[config.mk]
export PLATFORM = sky130hd
export DESIGN_NAME = sac_serial_regs
export DESIGN_NICKNAME = d
export VERILOG_FILES = /design/src/rtl/sac_pkg.sv /design/src/rtl/sac_pin_sync.sv /design/src/rtl/sac_shift_fsm.sv /design/src/rtl/sac_regfile.sv /design/src/rtl/sac_serial_regs.sv
export SDC_FILE = /design/constraint.sdc
export NUM_CORES = 1
export LEC_CHECK = 0
export ABC_AREA = 1
export BUFFER_PORTS_ARGS = -buffer_cell sky130_fd_sc_hd__buf_2
export CORE_MARGIN = 2
export CORE_UTILIZATION = 50
export DETAILED_ROUTE_END_ITERATION = 8
export HOLD_SLACK_MARGIN = 0.15
export PLACE_DENSITY = 0.81
export SYNTH_ARGS = -nofsm -noshare
export SYNTH_HDL_FRONTEND = slang
export SYNTH_SLANG_ARGS = --single-unit
export TNS_END_PERCENT = 10
[constraint.sdc]
create_clock -name clk_i -period 1.77 [get_ports clk_i]
set_input_delay 0.354 -clock clk_i [delete_from_list [all_inputs] [get_ports clk_i]]
set_output_delay 0.354 -clock clk_i [all_outputs]
set_load 0.01 [all_outputs]
[src/rtl/sac_pkg.sv]
package sac_pkg;
  typedef enum logic [1:0] {
    ADDR_STAT = 2'd0,
    ADDR_CFG  = 2'd1,
    ADDR_FILT = 2'd2,
    ADDR_DATA = 2'd3
  } reg_addr_e;

  typedef enum logic [1:0] {
    ST_GATE = 2'd0,
    ST_CMD  = 2'd1,
    ST_XFER = 2'd2
  } port_state_e;

  typedef struct packed {
    logic       rd;
    logic       stby;
    logic       oscpd;
    logic [1:0] rsv;
    reg_addr_e  addr;
  } cmd_t;
endpackage

[src/rtl/sac_pin_sync.sv]
module sac_pin_sync #(
  parameter int unsigned STAGES = 2
) (
  input  logic clk_i,
  input  logic rst_ni,
  input  logic sclk_i,
  input  logic cs_ni,
  input  logic din_i,
  output logic sclk_rise_o,
  output logic sclk_fall_o,
  output logic cs_s_o,
  output logic din_s_o
);
  localparam int unsigned NPIN = 3;
  localparam logic [NPIN-1:0] RST_VAL = 3'b011; // din, cs, sclk

  logic [NPIN-1:0] pin_in;
  logic [NPIN-1:0] stage_q [STAGES];
  logic            sclk_prev_q;

  assign pin_in = {din_i, cs_ni, sclk_i};

  for (genvar s = 0; s < STAGES; s++) begin : g_stage
    always_ff @(posedge clk_i or negedge rst_ni) begin
      if (!rst_ni) stage_q[s] <= RST_VAL;
      else if (s == 0) stage_q[s] <= pin_in;
      else stage_q[s] <= stage_q[(s == 0) ? 0 : s-1];
    end
  end

  always_ff @(posedge clk_i or negedge rst_ni) begin
    if (!rst_ni) sclk_prev_q <= 1'b1;
    else sclk_prev_q <= stage_q[STAGES-1][0];
  end

  assign sclk_rise_o = stage_q[STAGES-1][0] & ~sclk_prev_q;
  assign sclk_fall_o = ~stage_q[STAGES-1][0] & sclk_prev_q;
  assign cs_s_o      = stage_q[STAGES-1][1];
  assign din_s_o     = stage_q[STAGES-1][2];
endmodule

[src/rtl/sac_shift_fsm.sv]
module sac_shift_fsm
  import sac_pkg::*;
#(
  parameter int unsigned MAX_W  = 24,
  parameter int unsigned CFG_W  = 24,
  parameter int unsigned DATA_W = 16,
  parameter int unsigned REG_W  = 8,
  parameter int unsigned ONES_N = 32
) (
  input  logic             clk_i,
  input  logic             rst_ni,
  input  logic             rise_i,
  input  logic             fall_i,
  input  logic             cs_s_i,
  input  logic             din_s_i,
  input  logic [MAX_W-1:0] rd_word_i,
  output reg_addr_e        sel_addr_o,
  output logic             cmd_acc_o,
  output cmd_t             cmd_o,
  output logic             wr_commit_o,
  output logic             rd_done_o,
  output reg_addr_e        xfer_addr_o,
  output logic [MAX_W-1:0] wdata_o,
  output logic             resync_o,
  output logic             dout_o
);
  localparam int unsigned CW = $clog2(MAX_W + 1);
  localparam int unsigned OW = $clog2(ONES_N + 1);
  localparam int unsigned CMD_BITS = 7;

  port_state_e         state_q;
  logic [CW-1:0]       cnt_q, len_q;
  logic [OW-1:0]       ones_q;
  logic [CMD_BITS-2:0] cmd_sr_q;
  logic [MAX_W-1:0]    rx_q, tx_q, rx_nxt;
  logic                rd_q, dout_q;
  reg_addr_e           addr_q;
  logic                live_rise, last_bit;

  function automatic logic [CW-1:0] len_of(reg_addr_e a);
    case (a)
      ADDR_CFG:  return CW'(CFG_W);
      ADDR_DATA: return CW'(DATA_W);
      default:   return CW'(REG_W);
    endcase
  endfunction

  assign live_rise = rise_i & ~cs_s_i;
  assign resync_o  = live_rise & din_s_i & (ones_q == OW'(ONES_N - 1));
  assign cmd_o     = cmd_t'({cmd_sr_q, din_s_i});
  assign sel_addr_o = cmd_o.addr;
  assign cmd_acc_o = live_rise & ~resync_o & (state_q == ST_CMD) &
                     (cnt_q == CW'(CMD_BITS - 1));
  assign last_bit  = live_rise & ~resync_o & (state_q == ST_XFER) &
                     (cnt_q == len_q - 1'b1);
  assign wr_commit_o = last_bit & ~rd_q;
  assign rd_done_o   = last_bit & rd_q;
  assign xfer_addr_o = addr_q;
  assign rx_nxt  = {rx_q[MAX_W-2:0], din_s_i};
  assign wdata_o = rx_nxt;
  assign dout_o  = dout_q;

  always_ff @(posedge clk_i or negedge rst_ni) begin
    if (!rst_ni) begin
      state_q  <= ST_GATE;
      cnt_q    <= '0;
      len_q    <= CW'(REG_W);
      ones_q   <= '0;
      cmd_sr_q <= '0;
      rx_q     <= '0;
      tx_q     <= '0;
      rd_q     <= 1'b0;
      dout_q   <= 1'b0;
      addr_q   <= ADDR_STAT;
    end else if (cs_s_i) begin
      state_q <= ST_GATE;
      cnt_q   <= '0;
      ones_q  <= '0;
      dout_q  <= 1'b0;
    end else begin
      if (fall_i && state_q == ST_XFER && rd_q) begin
        dout_q <= tx_q[MAX_W-1];
        tx_q   <= tx_q << 1;
      end
      if (rise_i) begin
        if (!din_s_i) ones_q <= '0;
        else if (ones_q != OW'(ONES_N)) ones_q <= ones_q + 1'b1;
        if (resync_o) begin
          state_q <= ST_GATE;
          cnt_q   <= '0;
        end else begin
          case (state_q)
            ST_GATE: if (!din_s_i) begin
              state_q <= ST_CMD;
              cnt_q   <= '0;
            end
            ST_CMD: begin
              cmd_sr_q <= {cmd_sr_q[CMD_BITS-3:0], din_s_i};
              cnt_q    <= cnt_q + 1'b1;
              if (cmd_acc_o) begin
                cnt_q <= '0;
                if (!cmd_o.rd && cmd_o.addr == ADDR_STAT) begin
                  state_q <= ST_GATE;
                end else begin
                  state_q <= ST_XFER;
                  rd_q    <= cmd_o.rd;
                  addr_q  <= cmd_o.addr;
                  len_q   <= len_of(cmd_o.addr);
                  if (cmd_o.rd) tx_q <= rd_word_i;
                end
              end
            end
            ST_XFER: begin
              rx_q  <= rx_nxt;
              cnt_q <= cnt_q + 1'b1;
              if (last_bit) begin
                state_q <= ST_GATE;
                cnt_q   <= '0;
              end
            end
            default: state_q <= ST_GATE;
          endcase
        end
      end
    end
  end
endmodule

[src/rtl/sac_regfile.sv]
module sac_regfile
  import sac_pkg::*;
#(
  parameter int unsigned MAX_W    = 24,
  parameter int unsigned CFG_W    = 24,
  parameter int unsigned DATA_W   = 16,
  parameter int unsigned REG_W    = 8,
  parameter logic [7:0]  FILT_RST = 8'h45
) (
  input  logic              clk_i,
  input  logic              rst_ni,
  input  logic              resync_i,
  input  logic              cmd_acc_i,
  input  cmd_t              cmd_i,
  input  logic              wr_commit_i,
  input  logic              rd_done_i,
  input  reg_addr_e         xfer_addr_i,
  input  logic [MAX_W-1:0]  wdata_i,
  input  reg_addr_e         sel_addr_i,
  output logic [MAX_W-1:0]  rd_word_o,
  input  logic [DATA_W-1:0] conv_data_i,
  input  logic              conv_valid_i,
  output logic [CFG_W-1:0]  cfg_o,
  output logic [REG_W-1:0]  filt_o,
  output logic              stby_o,
  output logic              oscpd_o,
  output logic              ready_o
);
  logic [CFG_W-1:0]  cfg_q;
  logic [REG_W-1:0]  filt_q;
  logic [DATA_W-1:0] data_q;
  logic              stby_q, oscpd_q, ready_q;
  logic [REG_W-1:0]  status_w;

  assign status_w = REG_W'({ready_q, 5'b0, stby_q, 1'b0});

  always_ff @(posedge clk_i or negedge rst_ni) begin
    if (!rst_ni) begin
      cfg_q   <= '0;
      filt_q  <= REG_W'(FILT_RST);
      data_q  <= '0;
      stby_q  <= 1'b0;
      oscpd_q <= 1'b0;
      ready_q <= 1'b0;
    end else begin
      if (resync_i) begin
        cfg_q   <= '0;
        filt_q  <= REG_W'(FILT_RST);
        data_q  <= '0;
        stby_q  <= 1'b0;
        oscpd_q <= 1'b0;
        ready_q <= 1'b0;
      end else begin
        if (cmd_acc_i) begin
          stby_q  <= cmd_i.stby;
          oscpd_q <= cmd_i.oscpd;
        end
        if (wr_commit_i && xfer_addr_i == ADDR_CFG) cfg_q <= wdata_i[CFG_W-1:0];
        if (wr_commit_i && xfer_addr_i == ADDR_FILT && stby_q) filt_q <= wdata_i[REG_W-1:0];
        if (rd_done_i && xfer_addr_i == ADDR_DATA) ready_q <= 1'b0;
      end
      if (conv_valid_i) begin
        data_q  <= conv_data_i;
        ready_q <= 1'b1;
      end
    end
  end

  // read word is left-aligned so the serializer always starts at MAX_W-1
  always_comb begin
    case (sel_addr_i)
      ADDR_CFG:  rd_word_o = MAX_W'(cfg_q) << (MAX_W - CFG_W);
      ADDR_FILT: rd_word_o = MAX_W'(filt_q) << (MAX_W - REG_W);
      ADDR_DATA: rd_word_o = MAX_W'(data_q) << (MAX_W - DATA_W);
      default:   rd_word_o = MAX_W'(status_w) << (MAX_W - REG_W);
    endcase
  end

  assign cfg_o   = cfg_q;
  assign filt_o  = filt_q;
  assign stby_o  = stby_q;
  assign oscpd_o = oscpd_q;
  assign ready_o = ready_q;
endmodule

[src/rtl/sac_serial_regs.sv]
module sac_serial_regs
  import sac_pkg::*;
#(
  parameter int unsigned CFG_W    = 24,
  parameter int unsigned DATA_W   = 16,
  parameter int unsigned REG_W    = 8,
  parameter int unsigned ONES_N   = 32,
  parameter int unsigned STAGES   = 2,
  parameter logic [7:0]  FILT_RST = 8'h45
) (
  input  logic              clk_i,
  input  logic              rst_ni,
  input  logic              sclk_i,
  input  logic              cs_ni,
  input  logic              din_i,
  output logic              dout_o,
  output logic              dout_oe_o,
  input  logic [DATA_W-1:0] conv_data_i,
  input  logic              conv_valid_i,
  output logic [CFG_W-1:0]  cfg_o,
  output logic [REG_W-1:0]  filt_o,
  output logic              stby_o,
  output logic              oscpd_o,
  output logic              ready_o
);
  localparam int unsigned MW0   = (CFG_W > DATA_W) ? CFG_W : DATA_W;
  localparam int unsigned MAX_W = (MW0 > REG_W) ? MW0 : REG_W;

  logic             rise_w, fall_w, cs_s_w, din_s_w;
  logic [MAX_W-1:0] rd_word_w, wdata_w;
  reg_addr_e        sel_addr_w, xfer_addr_w;
  cmd_t             cmd_w;
  logic             cmd_acc_w, wr_commit_w, rd_done_w, resync_w;

  sac_pin_sync #(.STAGES(STAGES)) u_sync (
    .clk_i, .rst_ni, .sclk_i, .cs_ni, .din_i,
    .sclk_rise_o(rise_w), .sclk_fall_o(fall_w),
    .cs_s_o(cs_s_w), .din_s_o(din_s_w)
  );

  sac_shift_fsm #(
    .MAX_W(MAX_W), .CFG_W(CFG_W), .DATA_W(DATA_W), .REG_W(REG_W), .ONES_N(ONES_N)
  ) u_fsm (
    .clk_i, .rst_ni,
    .rise_i(rise_w), .fall_i(fall_w), .cs_s_i(cs_s_w), .din_s_i(din_s_w),
    .rd_word_i(rd_word_w), .sel_addr_o(sel_addr_w),
    .cmd_acc_o(cmd_acc_w), .cmd_o(cmd_w),
    .wr_commit_o(wr_commit_w), .rd_done_o(rd_done_w),
    .xfer_addr_o(xfer_addr_w), .wdata_o(wdata_w),
    .resync_o(resync_w), .dout_o(dout_o)
  );

  sac_regfile #(
    .MAX_W(MAX_W), .CFG_W(CFG_W), .DATA_W(DATA_W), .REG_W(REG_W), .FILT_RST(FILT_RST)
  ) u_regs (
    .clk_i, .rst_ni,
    .resync_i(resync_w), .cmd_acc_i(cmd_acc_w), .cmd_i(cmd_w),
    .wr_commit_i(wr_commit_w), .rd_done_i(rd_done_w),
    .xfer_addr_i(xfer_addr_w), .wdata_i(wdata_w),
    .sel_addr_i(sel_addr_w), .rd_word_o(rd_word_w),
    .conv_data_i, .conv_valid_i,
    .cfg_o, .filt_o, .stby_o, .oscpd_o, .ready_o
  );

  assign dout_oe_o = ~cs_s_w;
endmodule

**Word level (Yosys, flattened, before mapping)**

Index checks and enable logic that the tools add are counted.

- Output and inout bits: 37
- ROM bits: 0
- Bits in latches: 0
- Memory bits (writable): 0
- Logic and storage cells: 123
- Flip-flop bits (word level): 133
- Memories: 0

- Multiplexer cells: 43
- Div/mod/pow operators: 0
- Add/sub/neg operators: 3
- Reduce and logical (&&, ||, !) cells: 24
- $lt $le $gt $ge: 0
- Multipliers: 0
- Shifts and indexed selects: 0
- Bitwise logic cells: 18
- Equality and inequality tests: 16

Operator list:

| kind | number |
|---|---|
| 24-bit two-way mux | 9 |
| 24-bit one-hot mux with 3 select lines | 1 |
| 16-bit two-way mux | 2 |
| 5-bit two-way mux | 6 |
| 6-bit two-way mux | 4 |
| 8-bit two-way mux | 2 |
| 5-bit one-hot mux with 3 select lines | 1 |
| 2-bit two-way mux | 7 |
| 1-bit bitwise AND | 12 |
| 4-bit AND reduction | 3 |
| 2-bit nonzero test | 6 |
| 2-bit == test, second input constant | 5 |
| 5-bit one-hot mux with 2 select lines | 1 |
| 1-bit two-way mux | 9 |
| 4-bit by 3-bit inequality test with 1-bit output, second input constant | 2 |
| 1-bit logical AND | 7 |
| 6-bit by 1-bit adder with 6-bit output, second input constant | 1 |
| 2-bit by 1-bit == test with 1-bit output, second input constant | 3 |
| 6-bit by 5-bit == test with 1-bit output, second input constant | 1 |
| 6-bit inequality test, second input constant | 1 |
| 1-bit inverter | 6 |
| 2-bit one-hot mux with 3 select lines | 1 |
| 6-bit AND reduction | 1 |
| 5-bit by 1-bit adder with 5-bit output, second input constant | 1 |
| 11 further kinds | 12 |

**Longest topological paths before layout**

Gate-level depths: netlist (run 1).

- Depth after elaboration: 14
- Mapped depth: 12
- Depth with buffers taken out: 12

**Cells and area by module**

A second synthesis (run 1) with hierarchy kept.

- Cells, all modules: 837
- Area, all modules: 6606.3 um2

By module, submodules not included:

| module | instances | cells each | sequential area each (um2) | area an instance (um2) |
|---|---|---|---|---|
| sac_shift_fsm | 1 | 519 | 1803.0 | 3901.2 |
| sac_regfile | 1 | 306 | 1280.0 | 2504.9 |
| sac_pin_sync | 1 | 11 | 181.4 | 196.4 |
| sac_serial_regs | 1 | 1 | 0.0 | 3.8 |

**Worst setup path before layout (run 1)**

Ideal clock, no wire load.

- Path kind: reg2reg
- From: register u_sync.stage_q (netlist bit u_sync.cs_s_o)
- To: register u_regs.cfg_q[17] (netlist: u_regs.cfg_o[17])
- Cell stages (with the launch flop): 13
- Slack: 11 ps
- Required time: 1640 ps
- Arrival: 1629 ps
- Path buffers: 3
- Path through: dfstp_2 buf_4 inv_4 nand2_4 inv_4 nand3_4 nand2_2 nor2_4 nand3_2 buf_6 buf_6 nand3_2 o21ai_1

- Longest elaborated chain between the ends: 11

Ends and longest elaborated chain:

| element | line | RTL |
|---|---|---|
| start, declared | sac_pin_sync.sv:18 | `logic [NPIN-1:0] stage_q [STAGES];` |
| start signal, assigned by index | sac_pin_sync.sv:26 | `else if (s == 0) stage_q[s] <= pin_in;` |
| start signal, assigned by index | sac_pin_sync.sv:27 | `else stage_q[s] <= stage_q[(s == 0) ? 0 : s-1];` |
| 1-bit inverter (no source line) * | n/a |  |
| 1-bit bitwise AND * | sac_shift_fsm.sv:48 | `assign live_rise = rise_i & ~cs_s_i;` |
| 1-bit bitwise AND (2 in series) | sac_shift_fsm.sv:49 | `assign resync_o = live_rise & din_s_i & (ones_q == OW'(ONES_N - 1));` |
| 1-bit inverter (no source line) | n/a |  |
| 1-bit bitwise AND (3 in series) | sac_shift_fsm.sv:54 | `assign last_bit = live_rise & ~resync_o & (state_q == ST_XFER) &` |
| 1-bit bitwise AND | sac_shift_fsm.sv:56 | `assign wr_commit_o = last_bit & ~rd_q;` |
| 1-bit logical AND | sac_regfile.sv:58 | `if (wr_commit_i && xfer_addr_i == ADDR_CFG) cfg_q <= wdata_i[CFG_W-1:0];` |
| 2-bit nonzero test (no source line) | n/a |  |
| end signal, assigned | sac_regfile.sv:58 |  |
| end, declared | sac_regfile.sv:29 | `logic [CFG_W-1:0] cfg_q;` |

Mark *: on every way between the ends. The rest lies on a longest branch, timed or not.
A chain may end at the register's enable or synchronous reset.

**Worst setup path in the final report (run 1)**

- From: register u_fsm.cnt_q[1]
- To: register u_regs.cfg_q[3] (netlist: u_regs.cfg_o[3])

- Longest elaborated chain between the ends: 5

Ends and longest elaborated chain:

| element | line | RTL |
|---|---|---|
| start, declared | sac_shift_fsm.sv:32 | `logic [CW-1:0] cnt_q, len_q;` |
| start signal, assigned | sac_shift_fsm.sv:99 | `cnt_q <= cnt_q + 1'b1;` |
| start signal, assigned | sac_shift_fsm.sv:115 | `cnt_q <= cnt_q + 1'b1;` |
| 5-bit == test | sac_shift_fsm.sv:55 | `(cnt_q == len_q - 1'b1);` |
| 1-bit bitwise AND | sac_shift_fsm.sv:54 |  |
| 1-bit bitwise AND | sac_shift_fsm.sv:56 |  |
| 1-bit logical AND | sac_regfile.sv:58 |  |
| 2-bit nonzero test (no source line) | n/a |  |

No other way between the ends.

==> results of run 1 <==
-- state kept, by name, indices dropped and copies added, names as in the netlist, 2 cells and up --
register / cells
u_regs.data_q: 16
u_fsm.cnt_q: 5
u_regs.filt_o: 8
u_fsm.ones_q: 6
u_fsm.state_q: 2
u_fsm.xfer_addr_o: 2
u_fsm.cmd_sr_q: 6
u_fsm.tx_q: 24
u_regs.cfg_o: 24
u_sync.stage_q: 4
u_fsm.rx_q: 23
u_fsm.len_q: 2
-- layout by cell type (no fill, tap or decap), drive strengths merged, types with 2 or more instances in the layout --
cell / instances
and3: 2
nor2: 41
nand4: 8
ha: 7
dfrtp: 121
dfstp: 9
o22ai: 2
nand2: 262
nor3: 5
a221oi: 4
clkbuf: 18
dlygate4sd3: 10
clkinv: 4
bufinv: 3
xor2: 2
o21ai: 114
nand3: 78
buf: 100
inv: 105
clkinvlp: 5
nand3b: 2
a21oi: 10
-- how the worst min path moves through the flow --
stage	start	end	slack, ns	depth (start not counted)
2_1_floorplan	rst_ni	u_fsm.cmd_sr_q[0]	0.06	0
3_3_place_gp	u_sync.stage_q[5]	u_sync.din_s_o	0.33	0
3_5_place_dp	u_sync.stage_q[4]	u_sync.cs_s_o	0.35	0
4_1_cts	conv_data_i[0]	u_regs.data_q[0]	0.15	3
5_1_grt	conv_data_i[0]	u_regs.data_q[0]	0.16	3
6_report	conv_data_i[0]	u_regs.data_q[0]	0.17	3
-- power by group --
part / internal, mW / switching [mW] / total (mW)
Clock: 2.22 / 1.36 / 3.59
Combinational: 0.354 / 0.649 / 1.00
Sequential: 3.12 / 0.0979 / 3.21
-- cells by family after synthesis --
group	share of synthesized area
flops	0.509
simple gates	0.275
compound gates	0.108
fa+ha+maj	0.0137
buf+inv	0.0892
xor+xnor	0.00273
mux	0.00176
-- per-layer routing --
metal,vias to the layer above,track usage,share of wire
met5,-,0,0
met4,0,0.116,0.032
met3,60,0.0556,0.065
met2,236,0.381,0.48
met1,2744,0.343,0.42
li1,2763,-,-
-- through the flow --
stage	area [um^2]	TNS, ns
finish	8050	-1.96
global route	8050	-7.62
CTS	7890	-0.244
detailed placement	7140	-0.370
global placement	7140	-0.132
floorplan	6410	0
-- critical path, stage by stage (launching register included) --
cell                      delay (ns)
sky130_fd_sc_hd__dfrtp_1        0.40
sky130_fd_sc_hd__ha_2           0.21
sky130_fd_sc_hd__nand2_2        0.08
sky130_fd_sc_hd__nor3b_2        0.18
sky130_fd_sc_hd__nand3_2        0.13
sky130_fd_sc_hd__nor2_4         0.23
sky130_fd_sc_hd__nand3_4        0.16
sky130_fd_sc_hd__buf_6          0.20
sky130_fd_sc_hd__nand3_1        0.10
sky130_fd_sc_hd__o21ai_2        0.07
-- timing repair --
action | in CTS | in global routing
endpoints found under the setup margin | 54 | 87
setup buffers | 1 | 2
gates resized for setup | 10 | 28
pin swaps | 3 | 8
hold buffers | 10 | 0
endpoints found under the hold margin | 33 | 0
gates cloned | 0 | 2
-- area by class of cell --
| class | count | area [um^2] |
|---|---|---|
| fill | 956 | 4510 |
| sequential | 130 | 3260 |
| multi-input combinational | 540 | 2720 |
| timing repair buffer | 111 | 857 |
| clock buffer | 17 | 425 |
| inverter | 102 | 388 |
| tap | 172 | 215 |
| clock inverter | 15 | 181 |
==> results.md, run 1 <==
- After the flow finishes, the layout carries non-filler instances totaling 1,087.
- The clock arrives with 0.0130 ns of skew.
- The number of antenna diodes in the final layout is 0.
- The number of hold-slack violations in the final timing report is 0.
- The launch point of the worst reg-to-reg path is u_fsm.cnt_q[1].
- The number of remaining DRC errors is 0.
- After synthesis, the share of flip-flops with an asynchronous set or reset is 1.00.
- The aggregate global routing overflow is 0.
- The most used flip-flop cell after synthesis is sky130_fd_sc_hd__dfrtp_1.
- The worst setup path is launched from a flop.
- The cell at the root of the clock tree is sky130_fd_sc_hd__clkbuf_16.
- After detailed routing, the average wire length per cell comes to 15.8 um.
- The capture instance of the worst register-to-register path is u_regs.cfg_o[3].
- The overall die area is 13,700 um^2.
- The clock net in this run drives a total of 130 sinks.
- The number of instances in the synthesized netlist is 806.
- After detailed placement, the design holds a cell count of 1,040.
- In this run the core area contains 41 standard-cell rows.
- The number of max-slew violations in the final report was 0.
- No sink is reached through more buffers than the 2 on the longest clock path.
- The biggest area contributor in the post-synthesis netlist is sky130_fd_sc_hd__dfrtp_1.
- Averaged over all synthesized cells, the footprint is 7.95 um^2.
- The number of design-rule violations left by the first detailed-router iteration is 569.
- By area the synthesized netlist is led by sky130_fd_sc_hd__dfrtp_1, sky130_fd_sc_hd__nand2_1, sky130_fd_sc_hd__inv_1.
- After clock tree synthesis, the clock-pin slew on the worst setup and hold paths is 0.07 ns.
- The final layout contains routed wiring with a total length of 17,200 um.
- The post-route clock period utilization is 1.06.
- The worst setup path is of the flop to flop kind.
- The number of antenna violations at the first check in global routing is 0.
- The min-delay analysis places its worst path in the category primary input to flop.
- The run finished, with violations left.
- The number of violations of the max-capacitance limit is 0.
- For the pin with the worst max-slew slack, the measured transition is 0.545 ns.
- After layout, the worst setup slack is -0.113 ns.
- The number of enable-type register cells in the synthesized netlist is 0.
- TritonCTS created 17 clock buffers.
- The ratio of total power to cell area is 969 nW/um^2.
- The dominant cell by count in the synthesized netlist is sky130_fd_sc_hd__nand2_1.
- The congestion estimate from routability-driven global placement came to 0.880.
- The number of nets still failing antenna checks after routing is 0.
- The pin count of the biggest net entering global routing is 39.
- For the worst setup path, the data arrival time is 2.18 ns.
- Hold is met by 0.167 ns.
- The netlist uses 35 different library cells.
- Ranked by instance count, the synthesized netlist is headed by sky130_fd_sc_hd__nand2_1, sky130_fd_sc_hd__dfrtp_1, sky130_fd_sc_hd__inv_1, sky130_fd_sc_hd__o21ai_0, sky130_fd_sc_hd__nand3_1.
- After detailed routing, the number of vias per cell comes to 5.34.
- The combined global-route utilization of all metal layers is 0.250.
- The slack of the worst reg-to-reg path is -0.11 ns.
- Measured on the finished design, the core utilization comes to 0.641.
- Overall power consumption after layout is estimated at 7.80 mW.
- In the final layout, the share of cells above drive strength 1 is 0.216.
- The number of synthesized register bits is 130.
- Along the worst path, the maximum fanout reaches 14.
- For the worst flop-to-flop path, the logic depth is 9.
- The count of port buffers added during placement is 58.
- The core region is 12,600 um^2.
- The final setup violation count is 33.
- The area overhead of the layout relative to synthesis is 25.7%.
- The via count of the first global-routing pass is 5,441.
- The H-tree was split into 4 levels.
- From bottom edge to top edge, the die measures 117 um.
- The most critical setup path has its startpoint at u_fsm.cnt_q[1].
- In this run the cell area of the synthesized design comes to 6410 um^2.
- The pre-antenna-repair detailed-routing pass consisted of 6 iterations.
- The critical path capture point is u_regs.cfg_o[3].
- The critical path capture point type is a flop.
- Setup repair after global routing could not meet its margin everywhere.
- The required time reported for the critical path endpoint is 2.06 ns.
- Static timing analysis puts the maximum clock frequency at 0.531 GHz.
- The CTS tree is built.
- The share of synthesized area in the top cell type comes to 0.473.
- The initial utilization of the core area, before any placement, comes to 0.510.
- The detailed-placement wirelength estimate is 10,900 um.
- The worst slack at placement is -0.0576 ns.
- The register area share after synthesis is 0.509.
- During synthesis, Yosys emitted a total of 0 warnings.
- The shortest clock period the worst path allows after layout is 1.88 ns.
- The number of nets at the end of the flow is 931.
- The leakage power figure is 3.91 nW.
- From left edge to right edge, the die measures 117 um.
- VDD sags by at most 690 uV.
- The wire length of the first global-routing pass is 26,300 um.
- The checks that failed: setup timing.
- The post-synthesis net count is 835.
- The relative slew slack is 0.635.
- Summing over every cut layer, the via total after detailed routing is 5,803.
- The I/O pin total is 59.
- The clock latency at the later pin of the worst-skew pair is 0.42 ns.
(Power assumes the default switching activity.)
==> run 2, diff against run 1 <==
--- a/config.mk
+++ b/config.mk
@@ -9,9 +9,10 @@
 export BUFFER_PORTS_ARGS = -buffer_cell sky130_fd_sc_hd__buf_2
 export CORE_MARGIN = 2
 export CORE_UTILIZATION = 50
+export CTS_CLUSTER_SIZE = 14
 export DETAILED_ROUTE_END_ITERATION = 8
 export HOLD_SLACK_MARGIN = 0.15
-export PLACE_DENSITY = 0.81
+export PLACE_DENSITY = 0.78
 export SYNTH_ARGS = -nofsm -noshare
 export SYNTH_HDL_FRONTEND = slang
 export SYNTH_SLANG_ARGS = --single-unit
==> constraint.sdc (replaced) <==
create_clock -name clk_i -period 2.44 [get_ports clk_i]
set_input_delay 0.488 -clock clk_i [delete_from_list [all_inputs] [get_ports clk_i]]
set_output_delay 0.488 -clock clk_i [all_outputs]
set_load 0.01 [all_outputs]
==> results.md, run 2 (synthesized netlist as in run 1, its figures left out) <==
- Setup repair after global routing left no endpoint under its margin.
- The detailed-router iteration count before antenna repair is 5.
- The number of buffers inserted during clock tree synthesis is 17.
- The count of port buffers added during placement is 58.
- The number of max-slew violations in the final report is 0.
- The count of cells in the finished layout, fillers not included, comes to 1,049.
- For the worst setup path, the data arrival time is 2.39 ns.
- The class of the most critical hold timing path is primary input to flop.
- The completed layout was analyzed and its total power is 5.52 mW.
- The via density per instance is 5.20.
- In the final layout, the share of cells above drive strength 1 is 0.164.
- The clock passes through at most 2 buffers.
- At the end of routability-driven placement, the weighted congestion stood at 0.894.
- Entering global routing, the biggest net connects 40 pins.
- The critical path startpoint is u_fsm.cnt_q[0].
- From synthesis to final layout, the design area changed by 16.8%.
- The post-place instance area is 6870 um^2.
- The die covers 13,700 um^2.
- The number of nets still failing antenna checks after routing is 0.
- The number of design-rule violations left by the first detailed-router iteration is 418.
- The highest achievable clock rate is 0.477 GHz.
- The largest individual stage delay along the critical path comes from the cell sky130_fd_sc_hd__nor2_4.
- The count of antenna diodes in the layout is 0.
- Detailed placement finished with a half-perimeter wire length of 10,400 um.
- The via count of the first global-routing pass was 4,906.
- The aggregate global routing overflow is 0.
- The number of buffers and inverters on the critical path is 1.
- The worst hold path startpoint is cs_ni.
- The worst setup path is captured at a flop.
- The critical path's largest stage delay is 0.48 ns.
- Between clock sinks in the finished design, the worst skew comes to 0.00613 ns.
- For the worst setup path, the data required time is 2.74 ns.
- The critical path goes through inv_1, ha_1, nand3_1, nor2_1, nand4_4, nor2_4, nand2_1, nand3_1, o21ai_1.
- Pin placement for this block handled 59 I/O pins.
- The routed design has 15,100 um of wire.
- The most common library cell in the layout ignoring fill and taps is sky130_fd_sc_hd__nand2_1.
- The cell at the root of the clock tree is sky130_fd_sc_hd__clkbuf_16.
- The y dimension of the die is 117 um.
- The library cells used most frequently in the layout, excluding fill and tap cells, are sky130_fd_sc_hd__nand2_1, sky130_fd_sc_hd__dfrtp_1, sky130_fd_sc_hd__inv_1.
- For this block, wires on met1 add up to 6890 um.
- The category of the most critical setup path is flop to flop.
- Across all layers, the routed design uses 5,450 vias.
- The final setup violation count is 0.
- The initial standard-cell utilization of the core is 0.510.
- The flow ran to the end, and the final reports show no timing, DRC or antenna violations.
- TritonCTS built the clock tree.
- The post-CTS setup-driven buffer insertion count is 0.
- The CTS H-tree depth is 4.
- The site row count is 41.
- The average wire per cell in the routed design is 14.4 um.
- The routed length on met2 is 7030 um.
- The leakage power figure is 3.70 nW.
- The total clock sinks is 130.
- The combined global-route utilization of all metal layers is 0.234.
- The first global-routing pass estimated 24,700 um of wire.
- The clock latency at the later pin of the worst-skew pair is 0.42 ns.
- In the final timing run, aggregate negative setup slack is 0 ns.
- The routed length on met3 is 805 um.
- Setup slack on the critical path of the routed design comes to 0.342 ns.
- After routing the design area is 7480 um^2.
- The setup check on the worst reg-to-reg path leaves a slack of 0.34 ns.
- The actual slew at the worst max-slew pin is 0.638 ns.
- In the finished design, the share of the clock period the worst path needs comes to 0.860.
- The maximum fanout along the worst path is 24.
- The number of hold-slack violations in the final timing report is 0.
- The worst slack at placement is 0.328 ns.
- The relative slew slack is 0.574.
- The kind of cell with the highest combined delay on the critical path is simple AND/OR/NAND/NOR gates.
- The worst setup path is launched from a flop.
- The core region is 12,600 um^2.
- The number of antenna violations at the first check in global routing came to 0.
- The die is 117 um wide.
- Counting the fill cells in the layout gives 1,075.
- For the finished layout, the period the worst path requires is 2.10 ns.
- The launch point of the worst reg-to-reg path is u_fsm.cnt_q[0].
- In the final design database the tool counted 893 nets.
- The clock transition time at the flip-flop clock pins of the worst setup and hold paths is 0.06 ns.
- VDD sags by at most 520 uV.
- The highest metal layer used by the detailed router is met4.
- The ratio of total power to cell area is 738 nW/um^2.
- The number of violations of the max-capacitance limit is 0.
- The number of remaining DRC errors is 0.
- Counting stages on the worst path, the most repeated cell is sky130_fd_sc_hd__nand3_1.
- The number of cells in the design after placement is 1,016.
-- run 2: changes by cell type in the layout (fill, tap and decap cells not counted), moves of 3 or more --
cell,before,now
sky130_fd_sc_hd__buf_4,31,14
sky130_fd_sc_hd__nand3_1,57,67
sky130_fd_sc_hd__dlygate4sd3_1,10,1
sky130_fd_sc_hd__nand3_2,18,9
sky130_fd_sc_hd__buf_12,9,2
sky130_fd_sc_hd__o21ai_0,67,71
sky130_fd_sc_hd__o21ai_2,9,5
sky130_fd_sc_hd__buf_6,3,0
sky130_fd_sc_hd__ha_1,4,7
sky130_fd_sc_hd__inv_6,3,6
sky130_fd_sc_hd__nand2_1,255,258
sky130_fd_sc_hd__nor2_1,32,35
-- run 2: per-layer routing --
| layer | up-vias | track usage |
|---|---|---|
| met5 | - | 0 |
| met4 | 0 | 0.0902 |
| met3 | 26 | 0.0443 |
| met2 | 165 | 0.348 |
| met1 | 2571 | 0.341 |
| li1 | 2688 | - |
-- run 2: path summary, 6_finish.rpt --
check,end,depth (start not counted)
setup / recovery,u_fsm.tx_q[15],9
hold / removal,u_sync.stage_q[4],1
setup reg to reg,u_fsm.tx_q[15],9
hold reg to reg,u_sync.din_s_o,0
max in group asynchronous,u_regs.filt_o[0],3
min in group asynchronous,u_fsm.xfer_addr_o[1],2
-- run 2: worst reg2reg max path: cells and delay by family, from the launching register on --
kind | cells | cell delay (ns)
AND/OR/NAND/NOR | 6 | 1.25
buffers and inverters | 1 | 0.10
adder cells (fa/ha/maj) | 1 | 0.15
flip-flops | 1 | 0.41
AO/OA/AOI/OAI | 1 | 0.07
-- run 2: cell type report --
class / count / area [um^2] / area share
clock buffers: 18 / 439 / 0.0587
clock inverters: 14 / 166 / 0.0222
multi-input cells: 539 / 2570 / 0.344
inverters: 102 / 388 / 0.0518
flip-flops and latches: 130 / 3260 / 0.436
repair buffers: 74 / 440 / 0.0588
well taps: 172 / 215 / 0.0288
-- run 2: power by group --
part / internal [mW] / switching, mW / total, mW
clock network: 1.56 / 1.02 / 2.59
logic: 0.186 / 0.415 / 0.601
registers: 2.26 / 0.0763 / 2.34
-- run 2: timing repair --
item,4_1_cts,5_1_grt
hold buffers,1,0
gates resized for setup,0,0
hold endpoints to repair,30,0
-- run 2: metrics by stage --
stage	hold WS, ns	util
finish	0.162	0.596
global route	0.160	0.596
CTS	0.152	0.596
detailed placement	0.339	0.547
global placement	0.335	0.547
floorplan	0.192	-
